`src/rtl/cic_pkg.sv`:
```
package cic_pkg;

  localparam int CIC_CAP_W     = 16;
  localparam int CIC_CNT_W     = 8;
  localparam int CIC_FLAG_LVL  = 64;
  localparam int CIC_PCT_NUM   = 94;
  localparam int CIC_PCT_DEN   = 100;
  localparam logic [7:0] CIC_REG_ADDR = 8'h09;

  // Action chosen for the counter in a given cycle
  typedef enum logic [1:0] {
    EV_HOLD  = 2'd0,
    EV_COUNT = 2'd1,
    EV_CLEAR = 2'd2
  } cic_evt_e;

endpackage

```
`src/rtl/cic_threshold.sv`:
```
module cic_threshold #(
  parameter int CAP_W   = cic_pkg::CIC_CAP_W,
  parameter int PCT_NUM = cic_pkg::CIC_PCT_NUM,
  parameter int PCT_DEN = cic_pkg::CIC_PCT_DEN
) (
  input  logic [CAP_W-1:0] avail_cap,
  input  logic [CAP_W-1:0] learned_cap,
  output logic             near_full
);

  // Product width holds CAP_W bits times the larger ratio term
  localparam int K_W    = $clog2(PCT_DEN + 1);
  localparam int PROD_W = CAP_W + K_W;

  logic [PROD_W-1:0] lhs;
  logic [PROD_W-1:0] rhs;

  always_comb begin
    lhs = PROD_W'(avail_cap)   * PROD_W'(PCT_DEN);
    rhs = PROD_W'(learned_cap) * PROD_W'(PCT_NUM);
    near_full = (lhs >= rhs);
  end

  initial begin
    assert_ratio_ok_R5: assert (PCT_NUM <= PCT_DEN && PCT_DEN > 0)
      else $error("threshold ratio out of range");
  end

endmodule

```
`src/rtl/cic_gate.sv`:
```
module cic_gate (
  input  logic              clk,
  input  logic              rst,
  input  logic              charge_ok,
  input  logic              learn_upd,
  input  logic              near_full,
  output cic_pkg::cic_evt_e evt,
  output logic              inhibit
);
  import cic_pkg::*;

  logic inhibit_nxt;

  always_comb begin
    evt = EV_HOLD;
    if (learn_upd)
      evt = EV_CLEAR;
    else if (charge_ok && (!near_full || !inhibit))
      evt = EV_COUNT;
  end

  always_comb begin
    inhibit_nxt = inhibit;
    if (learn_upd || !near_full)
      inhibit_nxt = 1'b0;
    else if (charge_ok)
      inhibit_nxt = 1'b1;
  end

  always_ff @(posedge clk) begin
    if (rst) inhibit <= 1'b0;
    else     inhibit <= inhibit_nxt;
  end

  // Update re-arms the near-full latch
  assert_learn_rearm_R8: assert property (@(posedge clk) disable iff (rst)
    learn_upd |=> !inhibit);

  // A near-full charge always leaves the latch armed against the next one
  assert_latch_sets_R4: assert property (@(posedge clk) disable iff (rst)
    (charge_ok && near_full && !learn_upd) |=> inhibit);

endmodule

```
`src/rtl/cic_counter.sv`:
```
module cic_counter #(
  parameter int CNT_W    = cic_pkg::CIC_CNT_W,
  parameter int FLAG_LVL = cic_pkg::CIC_FLAG_LVL
) (
  input  logic              clk,
  input  logic              rst,
  input  cic_pkg::cic_evt_e evt,
  output logic [CNT_W-1:0]  cnt,
  output logic              flag
);
  import cic_pkg::*;

  localparam logic [CNT_W-1:0] CNT_MAX = '1;
  localparam logic [CNT_W-1:0] LVL     = CNT_W'(FLAG_LVL);

  logic [CNT_W-1:0] cnt_nxt;

  always_comb begin
    cnt_nxt = cnt;
    unique case (evt)
      EV_CLEAR: cnt_nxt = '0;
      EV_COUNT: if (cnt != CNT_MAX) cnt_nxt = cnt + 1'b1;
      default:  cnt_nxt = cnt;
    endcase
  end

  always_ff @(posedge clk) begin
    if (rst) begin
      cnt  <= '0;
      flag <= 1'b0;
    end else begin
      cnt  <= cnt_nxt;
      flag <= (cnt_nxt >= LVL);
    end
  end

  assert_no_wrap_R6: assert property (@(posedge clk) disable iff (rst)
    (cnt == CNT_MAX && evt != EV_CLEAR) |=> cnt == CNT_MAX);

  assert_single_step_R2: assert property (@(posedge clk) disable iff (rst)
    (evt != EV_CLEAR) |=> (cnt == $past(cnt) || cnt == $past(cnt) + 1'b1));

  assert_flag_level_R7: assert property (@(posedge clk) disable iff (rst)
    flag == (cnt >= LVL));

  assert_clear_R8: assert property (@(posedge clk) disable iff (rst)
    (evt == EV_CLEAR) |=> (cnt == '0 && !flag));

  initial begin
    assert_level_fits_R7: assert (FLAG_LVL > 0 && FLAG_LVL < (1 << CNT_W))
      else $error("flag level does not fit the counter");
  end

endmodule

```
`src/rtl/cap_inacc_counter.sv`:
```
module cap_inacc_counter #(
  parameter int CAP_W    = cic_pkg::CIC_CAP_W,
  parameter int CNT_W    = cic_pkg::CIC_CNT_W,
  parameter int FLAG_LVL = cic_pkg::CIC_FLAG_LVL,
  parameter int PCT_NUM  = cic_pkg::CIC_PCT_NUM,
  parameter int PCT_DEN  = cic_pkg::CIC_PCT_DEN
) (
  input  logic             clk,
  input  logic             rst,
  input  logic             charge_ok,
  input  logic             learn_upd,
  input  logic [CAP_W-1:0] avail_cap,
  input  logic [CAP_W-1:0] learned_cap,
  output logic [CNT_W-1:0] charge_cnt,
  output logic             inacc_flag
);
  import cic_pkg::*;

  logic     near_full;
  logic     inhibit;
  cic_evt_e evt;

  cic_threshold #(
    .CAP_W  (CAP_W),
    .PCT_NUM(PCT_NUM),
    .PCT_DEN(PCT_DEN)
  ) u_thr (
    .avail_cap  (avail_cap),
    .learned_cap(learned_cap),
    .near_full  (near_full)
  );

  cic_gate u_gate (
    .clk      (clk),
    .rst      (rst),
    .charge_ok(charge_ok),
    .learn_upd(learn_upd),
    .near_full(near_full),
    .evt      (evt),
    .inhibit  (inhibit)
  );

  cic_counter #(
    .CNT_W   (CNT_W),
    .FLAG_LVL(FLAG_LVL)
  ) u_cnt (
    .clk (clk),
    .rst (rst),
    .evt (evt),
    .cnt (charge_cnt),
    .flag(inacc_flag)
  );

  // Blocked near-full charge leaves the count alone
  assert_blocked_hold_R4: assert property (@(posedge clk) disable iff (rst)
    (charge_ok && near_full && inhibit && !learn_upd) |=> $stable(charge_cnt));

  // Update beats a simultaneous charge
  assert_update_wins_R9: assert property (@(posedge clk) disable iff (rst)
    (charge_ok && learn_upd) |=> charge_cnt == '0);

  // Quiet cycle holds state
  assert_idle_hold_R10: assert property (@(posedge clk) disable iff (rst)
    (!charge_ok && !learn_upd) |=> ($stable(charge_cnt) && $stable(inacc_flag)));

  // Charge below threshold always counts unless saturated
  assert_below_counts_R2: assert property (@(posedge clk) disable iff (rst)
    (charge_ok && !near_full && !learn_upd && charge_cnt != '1)
      |=> charge_cnt == $past(charge_cnt) + 1'b1);

endmodule

```
`config.mk`:
```
export PLATFORM = sky130hd
export DESIGN_NAME = cap_inacc_counter
export DESIGN_NICKNAME = d
export VERILOG_FILES = /design/src/rtl/cic_pkg.sv /design/src/rtl/cic_threshold.sv /design/src/rtl/cic_gate.sv /design/src/rtl/cic_counter.sv /design/src/rtl/cap_inacc_counter.sv
export SDC_FILE = /design/constraint.sdc
export NUM_CORES = 1
export LEC_CHECK = 0
export ABC_AREA = 1
export BUFFER_PORTS_ARGS = -buffer_cell sky130_fd_sc_hd__buf_2
export CAP_MARGIN = 15
export CORE_MARGIN = 5
export CORE_UTILIZATION = 68
export CTS_CLUSTER_DIAMETER = 200
export DETAILED_ROUTE_END_ITERATION = 12
export PLACE_DENSITY = 0.9
export SLEW_MARGIN = 10
export SYNTH_ARGS = -nofsm -noshare
export SYNTH_HDL_FRONTEND = slang
export SYNTH_SLANG_ARGS = --single-unit
```
`constraint.sdc`:
```
create_clock -name clk -period 9.42 [get_ports clk]
set_input_delay 0.942 -clock clk [delete_from_list [all_inputs] [get_ports clk]]
set_output_delay 0.942 -clock clk [all_outputs]
set_load 0.05 [all_outputs]
```
==> flow_metrics.py, run 1 <==
metrics = {
    "outcome": {
        "status": "completed",
    },
    "clocking": {
        "clock_path_buffers": 2,
        "hold_buffers": 0,
        "cts_root_buffer": "clkbuf_8",
        "cts_buffers": 3,
        "cts_tree": "done",
        "cts.htree.levels": 1,
        "cts.sinks": 10,
        "clock_latency_ps": 230,
        "post_cts_buffers": 0,
        "post_cts_resized": 0,
        "clk_pin_slew_worst_paths_ps": 50,
    },
    "die": {
        "core_sq_mm": 0.00714,
        "row_count": 31,
        "start_util_pct": 68.7,
        "die_w_um": 94.9,
        "dieArea_sq_mm": 0.00901,
        "io_pins": 45,
        "die_h_um": 94.9,
    },
    "place": {
        "port_buffers": 44,
        "dpl.hpwl_mm": 9.76,
        "dp_slack_ps": 3770,
        "routabilityCongestion": 0.920,
    },
    "yosys": {
        "yosysSeqAreaShare_pct": 4.08,
        "synth_flop_cell": "dfxtp_1",
        "ys_ff_latch": 10,
        "ys.warnings.count": 0,
        "async_reset_ff_share_pct": 0,
        "synthesis.nets": 828,
        "synth_edf_count": 0,
        "synthesis.area_sq_mm": 0.00490,
        "syn_inst": 623,
        "syn-mean-instance-area_sq_um": 7.87,
        "ys_types": 42,
    },
    "global_route": {
        "grt_pass1_wl_mm": 18.5,
        "track_usage_pct": 25.2,
        "grt_pass1_vias": 4412,
        "grt_max_degree": 11,
        "grt_overflow": 0,
        "antenna_found_initial": 0,
    },
    "worst_setup_path": {
        "path_delay_family": "adder cells",
        "cp-end-kind": "flop",
        "required_ps": 9550,
        "crit_slowest_cell": "fa_1",
        "critPathLaunchType": "input pin",
        "critPathMostFrequentCell": "nand2_1",
        "slowest_delay_ps": 530,
        "critPathBufInv": 4,
        "cp.arrival_ps": 5580,
        "worst_setup_path_startpoint": "learned_cap[11]",
        "crit_type": "input pin to flop",
        "path_max_fanout": 9,
        "r2r_slack_ps": 7660,
    },
    "sta": {
        "rsz0062_at_grt": "no",
        "slew_viol_final": 0,
        "finalCritPeriodShare_pct": 57.9,
        "hold_violations": 0,
        "fmax_mhz": 183,
        "min_period_ps": 5450,
        "setup_viol": 0,
        "setup_tns_ps": 0,
        "worstMarginPinSlew_ps": 418,
        "fin_ws_ps": 3970,
        "skew_ps": 2.27,
        "slew_headroom_pct": 71.8,
    },
    "drt": {
        "drc": 0,
        "drt_iter0_drc": 103,
        "drt-total-wl_mm": 10.6,
        "wire_per_inst_um": 13.8,
        "drtPass1Iterations": 4,
        "via_per_inst": 5.45,
        "vias": 4184,
        "ant_nets": 0,
    },
    "cells_and_area": {
        "nFillCells": 573,
        "multiInputGateArea_sq_mm": 0.00414,
        "nets": 876,
        "drive_gt1_share_pct": 11.4,
        "seqCellArea_sq_um": 200,
        "areaGrowthSynthToFinish_pct": 7.76,
        "n_antenna_cell": 0,
    },
    "pwr": {
        "p_switching_uw": 694,
        "combPwrFrac_pct": 92.7,
        "switching_share_pct": 57.6,
        "powerDensity_mw_per_mm2": 228,
        "vdd_drop_max_v": 0.000141,
        "internal_power_uw": 511,
        "p_leak_uw": 0.00301,
        "seqPwrFrac_pct": 3.7,
        "p_clk_share_pct": 3.6,
    },
    "job": {
        "drv_cap": 0,
    },
    "hold_path": {
        "hold_path_class": "flop to flop",
    },
}
==> cell families after synthesis <==
logic type               share of synthesized area (%)
flip-flops                                        4.08
buffers and inverters                             11.5
XOR/XNOR                                          5.89
adder cells (fa/ha/maj)                           51.1
AO/OA/AOI/OAI                                     11.0
AND/OR/NAND/NOR                                   16.4
==> worst paths after layout <==
kind / cells past startpoint / endpoint
worst min register to register: 2 / flop
worst max-delay path: 25 / u_cnt.flag
worst min-delay path: 2 / flop
worst max register to register: 9 / flop
==> power groups by stage <==
stage	Sequential, uW	Clock, uW	Combinational (uW)
after CTS	45.2	43.3	1120
final	45.1	43.4	1120
after global placement	45.7	0	1060
after detailed placement	46.0	0	1110
after floorplan	46.9	0	876
after global routing	45.2	46.6	1280
==> routing by layer <==
layer	vias up	wire (um)	share of wire, %	GRT usage (%)
li1	2102	-	-	-
met1	1978	4240	40	28.1
met2	81	5820	55	50.2
met3	23	329	3.1	2.31
met4	0	192	1.8	6.85
met5	-	0	0	0
==> area by class of cell <==
cell class / count / area share [%]
flip-flops and latches: 10 / 3.79
multi-input cells: 463 / 78.3
clock buffers: 3 / 0.781
repair buffers: 44 / 4.17
inverters: 149 / 10.6
well taps: 99 / 2.34
==> per-stage QoR <==
step	power (uW)	cell area (sq um)	std cells	utilization (%)	hold WS (ps)
3_3_place_gp	1100	5240	765	73.5	518
4_1_cts	1210	5280	768	74.0	531
6_report	1210	5280	768	74.0	527
2_1_floorplan	923	4900	623	-	527
5_1_grt	1380	5280	768	74.0	563
3_5_place_dp	1160	5240	765	73.5	523
==> placed cells by master (no fill, tap or decap), drive strengths merged, types with 2 or more instances in the layout <==
| cell | count |
|---|---|
| nand3 | 20 |
| a21oi | 39 |
| xnor2 | 11 |
| a211oi | 2 |
| inv | 148 |
| clkbuf | 3 |
| ha | 117 |
| fa | 52 |
| o21bai | 2 |
| xor2 | 22 |
| a21o | 4 |
| or2 | 2 |
| nand2 | 96 |
| a31oi | 6 |
| nor2 | 32 |
| o2111ai | 2 |
| nor3 | 11 |
| dfxtp | 10 |
| o21ai | 28 |
| buf | 44 |
| nand4 | 12 |
==> synthesized netlist by cell type (2+ instances only) <==
cell,n,share of area [%]
nand2_1,91,7.0
o21ai_1,6,0.61
a31oi_1,6,0.77
dfxtp_1,10,4.1
or2_2,2,0.26
ha_1,117,30
a21o_1,4,0.61
nand3_1,19,1.9
inv_1,144,11
a21oi_2,3,0.54
a21oi_1,35,3.6
o21ai_2,5,0.89
nand4_1,11,1.4
fa_1,52,21
nand2_2,3,0.38
o2111ai_1,2,0.36
xnor2_1,11,2.0
nor3_1,9,0.92
o21bai_1,2,0.31
nor2_1,29,2.2
nor2_4,2,0.46
xor2_1,22,3.9
inv_2,4,0.31
o21ai_0,16,1.6
==> tightest hold or removal path, cell delays in order, from the launching register on <==
cell     delay (ps)
dfxtp_1         330
nand3_1          90
a21oi_1          50
(Power assumes the default switching activity.)
==> run 2: changes to the inputs <==
--- a/config.mk
+++ b/config.mk
@@ -9,10 +9,10 @@
 export BUFFER_PORTS_ARGS = -buffer_cell sky130_fd_sc_hd__buf_2
 export CAP_MARGIN = 15
 export CORE_MARGIN = 5
-export CORE_UTILIZATION = 68
+export CORE_UTILIZATION = 63
 export CTS_CLUSTER_DIAMETER = 200
 export DETAILED_ROUTE_END_ITERATION = 12
-export PLACE_DENSITY = 0.9
+export PLACE_DENSITY = 0.84
 export SLEW_MARGIN = 10
 export SYNTH_ARGS = -nofsm -noshare
 export SYNTH_HDL_FRONTEND = slang
==> constraint.sdc (replaced) <==
create_clock -name clk -period 5.05 [get_ports clk]
set_input_delay 0.505 -clock clk [delete_from_list [all_inputs] [get_ports clk]]
set_output_delay 0.505 -clock clk [all_outputs]
set_load 0.05 [all_outputs]
==> run 2 against run 1 <==
Critical path depth is 2 higher. Highest routed layer unchanged. Clock power rose by 130%. Total power grew 100%. Register-to-register slack lost 4400 ps.
==> flow_metrics.py, run 2 (synthesized netlist as in run 1, its figures left out) <==
metrics = {
    "outcome": {
        "status": "completed",
    },
    "place": {
        "dpl.hpwl_mm": 9.24,
        "routabilityCongestion": 0.873,
        "port_buffers": 44,
        "dp_slack_ps": -70.2,
        "dp_cells": 775,
    },
    "global_route": {
        "grt_pass1_vias": 4447,
        "antenna_found_initial": 0,
        "grt_pass1_wl_mm": 18.5,
        "grt_max_degree": 11,
        "track_usage_pct": 22.1,
        "grt_overflow": 0,
    },
    "sta": {
        "slew_headroom_pct": 74.7,
        "slew_viol_final": 0,
        "fin_ws_ps": 293,
        "fmax_mhz": 210,
        "skew_ps": 1.94,
        "min_period_ps": 4760,
        "setup_tns_ps": 0,
        "worstMarginPinSlew_ps": 378,
        "finalCritPeriodShare_pct": 94.2,
        "hold_violations": 0,
        "setup_viol": 0,
    },
    "drt": {
        "via_per_inst": 5.39,
        "vias": 4212,
        "drtPass1Iterations": 4,
        "ant_nets": 0,
        "wire_per_inst_um": 13.1,
        "drt_iter0_drc": 179,
        "drt-total-wl_mm": 10.3,
        "drc": 0,
    },
    "clocking": {
        "clock_path_buffers": 2,
        "hold_buffers": 0,
        "clk_pin_slew_worst_paths_ps": 50,
        "cts.sinks": 10,
        "cts.htree.levels": 1,
        "clock_latency_ps": 230,
        "cts_buffers": 3,
        "cts_tree": "done",
        "cts_root_buffer": "clkbuf_8",
    },
    "cells_and_area": {
        "mostFrequentLayoutCells": "143 x inv_1, 112 x ha_1, 89 x nand2_1",
        "nets": 886,
        "n_antenna_cell": 0,
        "areaGrowthSynthToFinish_pct": 12.3,
        "stdcell_count": 782,
        "nFillCells": 606,
        "final_common_cell": "inv_1",
        "drive_gt1_share_pct": 16.0,
        "final_util_pct": 72.0,
    },
    "die": {
        "dieArea_sq_mm": 0.00965,
        "row_count": 32,
        "core_sq_mm": 0.00765,
        "die_h_um": 98.2,
        "die_w_um": 98.2,
        "start_util_pct": 64.1,
        "io_pins": 45,
    },
    "worst_setup_path": {
        "critPathLaunchType": "input pin",
        "cp.arrival_ps": 4890,
        "path_max_fanout": 5,
        "crit_type": "input pin to flop",
        "r2r_slack_ps": 3270,
        "required_ps": 5180,
        "reg2reg_depth": 9,
        "cp-end-kind": "flop",
    },
    "hold_path": {
        "hold_path_depth": 2,
        "hold_path_class": "input pin to flop",
        "holdCritStartpoint": "rst",
    },
    "pwr": {
        "powerDensity_mw_per_mm2": 442,
        "vdd_drop_max_v": 0.000243,
        "p_leak_uw": 0.00308,
    },
    "job": {
        "drv_cap": 0,
    },
}
-- run 2: worst max-delay path, cell delays in order --
cell and delay (ps):
buf_2 120, buf_4 150, fa_1 470, ha_1 310
inv_1 60, fa_1 530, inv_1 40, ha_1 360
a21oi_2 220, nor2_1 60, o21a_1 160, o21ai_0 220
nand3_1 140, xor2_1 200, ha_1 290, nand2_2 70
nor2_4 140, nand2_2 60, nor2_1 100, nand2_1 70
nand4_2 130, nand2_4 100, buf_4 150, nand4_1 80
nand2_1 60, nand2_1 50, nor2_1 40
-- run 2: timing repair --
action                                  in CTS  in global routing
buffers inserted                             0                  3
resized for setup                            0                 27
endpoints found under the setup margin       0                  9
-- run 2: per-stage QoR --
step	hold slack (ps)	total power (uW)	instance area, sq um
2_1_floorplan	527	1720	4900
3_3_place_gp	537	2120	5300
3_5_place_dp	537	2180	5300
4_1_cts	492	2300	5350
5_1_grt	503	2790	5510
6_report	490	2430	5510
-- run 2: worst max path at each step --
stage	startpoint	to	slack [ps]	depth (start not counted)
global route	learned_cap[6]	u_cnt.flag	-30	26
global placement	learned_cap[2]	u_cnt.flag	-3	26
detailed placement	learned_cap[2]	u_cnt.flag	-70	26
finish	learned_cap[4]	flop	290	27
floorplan	learned_cap[2]	u_cnt.flag	440	25
CTS	learned_cap[2]	u_cnt.flag	150	26
-- run 2: area by class of cell --
cell class / instances / area, sq um / share of cell area, %
timing repair buffer: 54 / 295 / 5.36
sequential: 10 / 200 / 3.64
multi-input combinational: 463 / 4270 / 77.5
tap: 102 / 128 / 2.32
inverter: 149 / 559 / 10.2
clock buffer: 4 / 55.1 / 1.00
-- run 2: layer usage --
| layer | GRT usage (%) | vias to the layer above | wire length (um) |
|---|---|---|---|
| li1 | - | 2126 | - |
| met2 | 41.0 | 100 | 5230 |
| met4 | 6.20 | 0 | 271 |
| met1 | 27.8 | 1956 | 4470 |
| met5 | 0 | - | 0 |
| met3 | 1.21 | 30 | 299 |
-- run 2: power breakdown --
part | switching (uW) | internal [uW]
logic | 1330 | 922
registers | 2.29 | 81.4
clock network | 31.9 | 68.6
total | 1360 | 1070
==> run 3: changes to the inputs <==
--- a/config.mk
+++ b/config.mk
@@ -5,14 +5,13 @@
 export SDC_FILE = /design/constraint.sdc
 export NUM_CORES = 1
 export LEC_CHECK = 0
-export ABC_AREA = 1
 export BUFFER_PORTS_ARGS = -buffer_cell sky130_fd_sc_hd__buf_2
 export CAP_MARGIN = 15
 export CORE_MARGIN = 5
-export CORE_UTILIZATION = 63
+export CORE_UTILIZATION = 62
 export CTS_CLUSTER_DIAMETER = 200
 export DETAILED_ROUTE_END_ITERATION = 12
-export PLACE_DENSITY = 0.84
+export PLACE_DENSITY = 0.83
 export SLEW_MARGIN = 10
 export SYNTH_ARGS = -nofsm -noshare
 export SYNTH_HDL_FRONTEND = slang
==> run 3 against run 2 <==
The flow now finishes with violations (setup timing). Via count rose by 2.7%. Highest routed layer unchanged. Sequential power rose by 0.5%. Design area rose by 7.9%. Critical path type unchanged. Flip-flop and latch count did not move. Combinational power rose by 11%. Core utilization rose by 11 points. Largest power group unchanged. Hold slack improved by 53 ps. Global-route usage rose by 4.1 points. Critical path depth fell by 2. Fmax fell by 19%.
==> flow_metrics.py, run 3 <==
metrics = {
    "sta": {
        "min_period_ps": 5870,
        "setup_viol": 10,
        "slew_viol_final": 0,
        "skew_ps": 6.03,
        "fin_ws_ps": -821,
        "rsz0062_at_grt": "yes",
        "fin_hold_ws_ps": 543,
        "fmax_mhz": 170,
        "hold_violations": 0,
        "finalCritPeriodShare_pct": 116,
        "setup_tns_ps": -7020,
        "worstMarginPinSlew_ps": 452,
        "slew_headroom_pct": 69.5,
    },
    "yosys": {
        "synth_top_area_share_pct": 32.3,
        "ys_top_cells_by_area": "ha_1 32%, fa_1 23%, inv_1 8.6%, dfxtp_1 4.4%, a21oi_1 3.5%",
        "ys.warnings.count": 0,
        "synthesis.nets": 706,
        "syn_inst": 501,
        "yosysSeqAreaShare_pct": 4.42,
        "synthesis.area_sq_mm": 0.00453,
        "synth_edf_count": 0,
        "syn-mean-instance-area_sq_um": 9.04,
        "ys_ff_latch": 10,
        "synth_flop_cell": "dfxtp_1",
        "synth.most_common_cell": "ha_1",
        "ys_types": 44,
        "async_reset_ff_share_pct": 0,
        "synth_top_area_cell": "ha_1",
        "synth_common_cells": "117 x ha_1, 104 x inv_1, 52 x fa_1",
    },
    "clocking": {
        "cts_root_buffer": "clkbuf_8",
        "hold_buffers": 0,
        "cts_buffers": 3,
        "clock_latency_ps": 250,
        "clock_path_buffers": 2,
        "clk_pin_slew_worst_paths_ps": 50,
        "cts_tree": "done",
        "cts.htree.levels": 1,
        "cts.sinks": 10,
    },
    "die": {
        "dieArea_sq_mm": 0.00911,
        "core_sq_mm": 0.00718,
        "die_w_um": 95.5,
        "die_h_um": 95.5,
        "start_util_pct": 63.1,
        "io_pins": 45,
        "row_count": 31,
    },
    "worst_setup_path": {
        "r2r_slack_ps": 3200,
        "reg2reg_depth": 6,
        "path_max_fanout": 4,
        "critPathBufInv": 4,
        "crit_type": "input pin to flop",
        "cp.arrival_ps": 6060,
        "critPathMostFrequentCell": "fa_1",
        "slowest_delay_ps": 560,
        "crit_slowest_cell": "fa_1",
        "critPathLaunchType": "input pin",
        "required_ps": 5240,
        "path_delay_family": "adder cells",
        "cp-end-kind": "flop",
    },
    "cells_and_area": {
        "final_util_pct": 82.8,
        "stdcell_count": 746,
        "mostFrequentLayoutCells": "111 x ha_1, 99 x buf_4, 95 x inv_1",
        "drive_gt1_share_pct": 30.0,
        "n_antenna_cell": 0,
        "nets": 854,
        "final_common_cell": "ha_1",
        "areaGrowthSynthToFinish_pct": 31.1,
    },
    "pwr": {
        "p_leak_uw": 0.00327,
        "vdd_drop_max_v": 0.000296,
        "powerDensity_mw_per_mm2": 451,
    },
    "hold_path": {
        "hold_path_depth": 2,
        "hold_path_class": "flop to flop",
    },
    "drt": {
        "vias": 4325,
        "drt_iter0_drc": 265,
        "wire_per_inst_um": 16.9,
        "dr.max_layer_used": "met4",
        "drc": 0,
        "drtPass1Iterations": 5,
        "ant_nets": 0,
        "route.met3.wl_um": 596,
        "wl_met2_mm": 6.60,
        "via_per_inst": 5.80,
        "drt-total-wl_mm": 12.6,
        "met1_length_mm": 4.59,
    },
    "place": {
        "dp_slack_ps": -1100,
        "dp_cells": 731,
        "routabilityCongestion": 0.839,
        "dpl.hpwl_mm": 9.14,
        "port_buffers": 44,
    },
    "global_route": {
        "grt_overflow": 0,
        "grt_pass1_wl_mm": 19.2,
        "antenna_found_initial": 0,
        "grt_max_degree": 11,
        "track_usage_pct": 26.2,
        "grt_pass1_vias": 4575,
    },
    "outcome": {
        "status": "finished with violations",
        "violations": "setup timing",
    },
    "job": {
        "drv_cap": 0,
    },
}
run 3: cell type report:
class | count | area, sq um
Clock buffer | 3 | 41.3
Fill cell | 373 | 1240
Inverter | 104 | 394
Multi-Input combinational cell | 386 | 4150
Sequential cell | 10 | 200
Tap cell | 99 | 124
Timing Repair Buffer | 144 | 1030
run 3: timing repair:
item | in CTS | in global routing
gates resized for setup | 28 | 20
pin swaps | 31 | 21
buffers inserted | 9 | 4
setup endpoints to repair | 10 | 10
run 3: worst max path at each step:
stage	from	end	cells past startpoint
after floorplan	learned_cap[4]	flop	23
after global placement	learned_cap[3]	u_cnt.flag	25
after detailed placement	learned_cap[4]	u_cnt.flag	25
after CTS	learned_cap[4]	flop	25
after global routing	learned_cap[6]	u_cnt.flag	25
final	learned_cap[4]	flop	25
run 3: power by group:
| group | internal, uW | leakage, uW | switching, uW |
|---|---|---|---|
| clock | 52.7 | 0.0000216 | 36.7 |
| combinational | 1220 | 0.00317 | 1290 |
| sequential | 81.3 | 0.0000808 | 2.83 |
run 3: per-stage QoR:
| step | instance area (sq um) | total power [uW] |
|---|---|---|
| after floorplan | 4570 | 1500 |
| after global placement | 5580 | 2080 |
| after detailed placement | 5580 | 2190 |
| after CTS | 5800 | 2410 |
| after global routing | 5940 | 2930 |
| final | 5940 | 2680 |
run 3: kinds of logic (layout without fill, tap and decap cells):
| logic type | after synthesis | after routing | share of synthesized area [%] |
|---|---|---|---|
| adder cells (fa/ha/maj) | 169 | 169 | 55.3 |
| AND/OR/NAND/NOR | 84 | 84 | 10.0 |
| flip-flops | 10 | 10 | 4.42 |
| XOR/XNOR | 29 | 29 | 5.61 |
| AO/OA/AOI/OAI | 102 | 102 | 15.5 |
| buffers and inverters | 105 | 251 | 8.70 |
| multiplexers | 2 | 2 | 0.442 |
run 3: worst min-delay path, cell delays in order (launching register included):
cell	delay, ps
dfxtp_1	340
o31ai_1	90
a21oi_1	70
run 3: metal layers:
layer | vias up | track usage (%)
met5 | - | 0
met4 | 0 | 10.9
met3 | 87 | 3.95
met2 | 177 | 51.8
met1 | 2043 | 27.1
li1 | 2018 | -
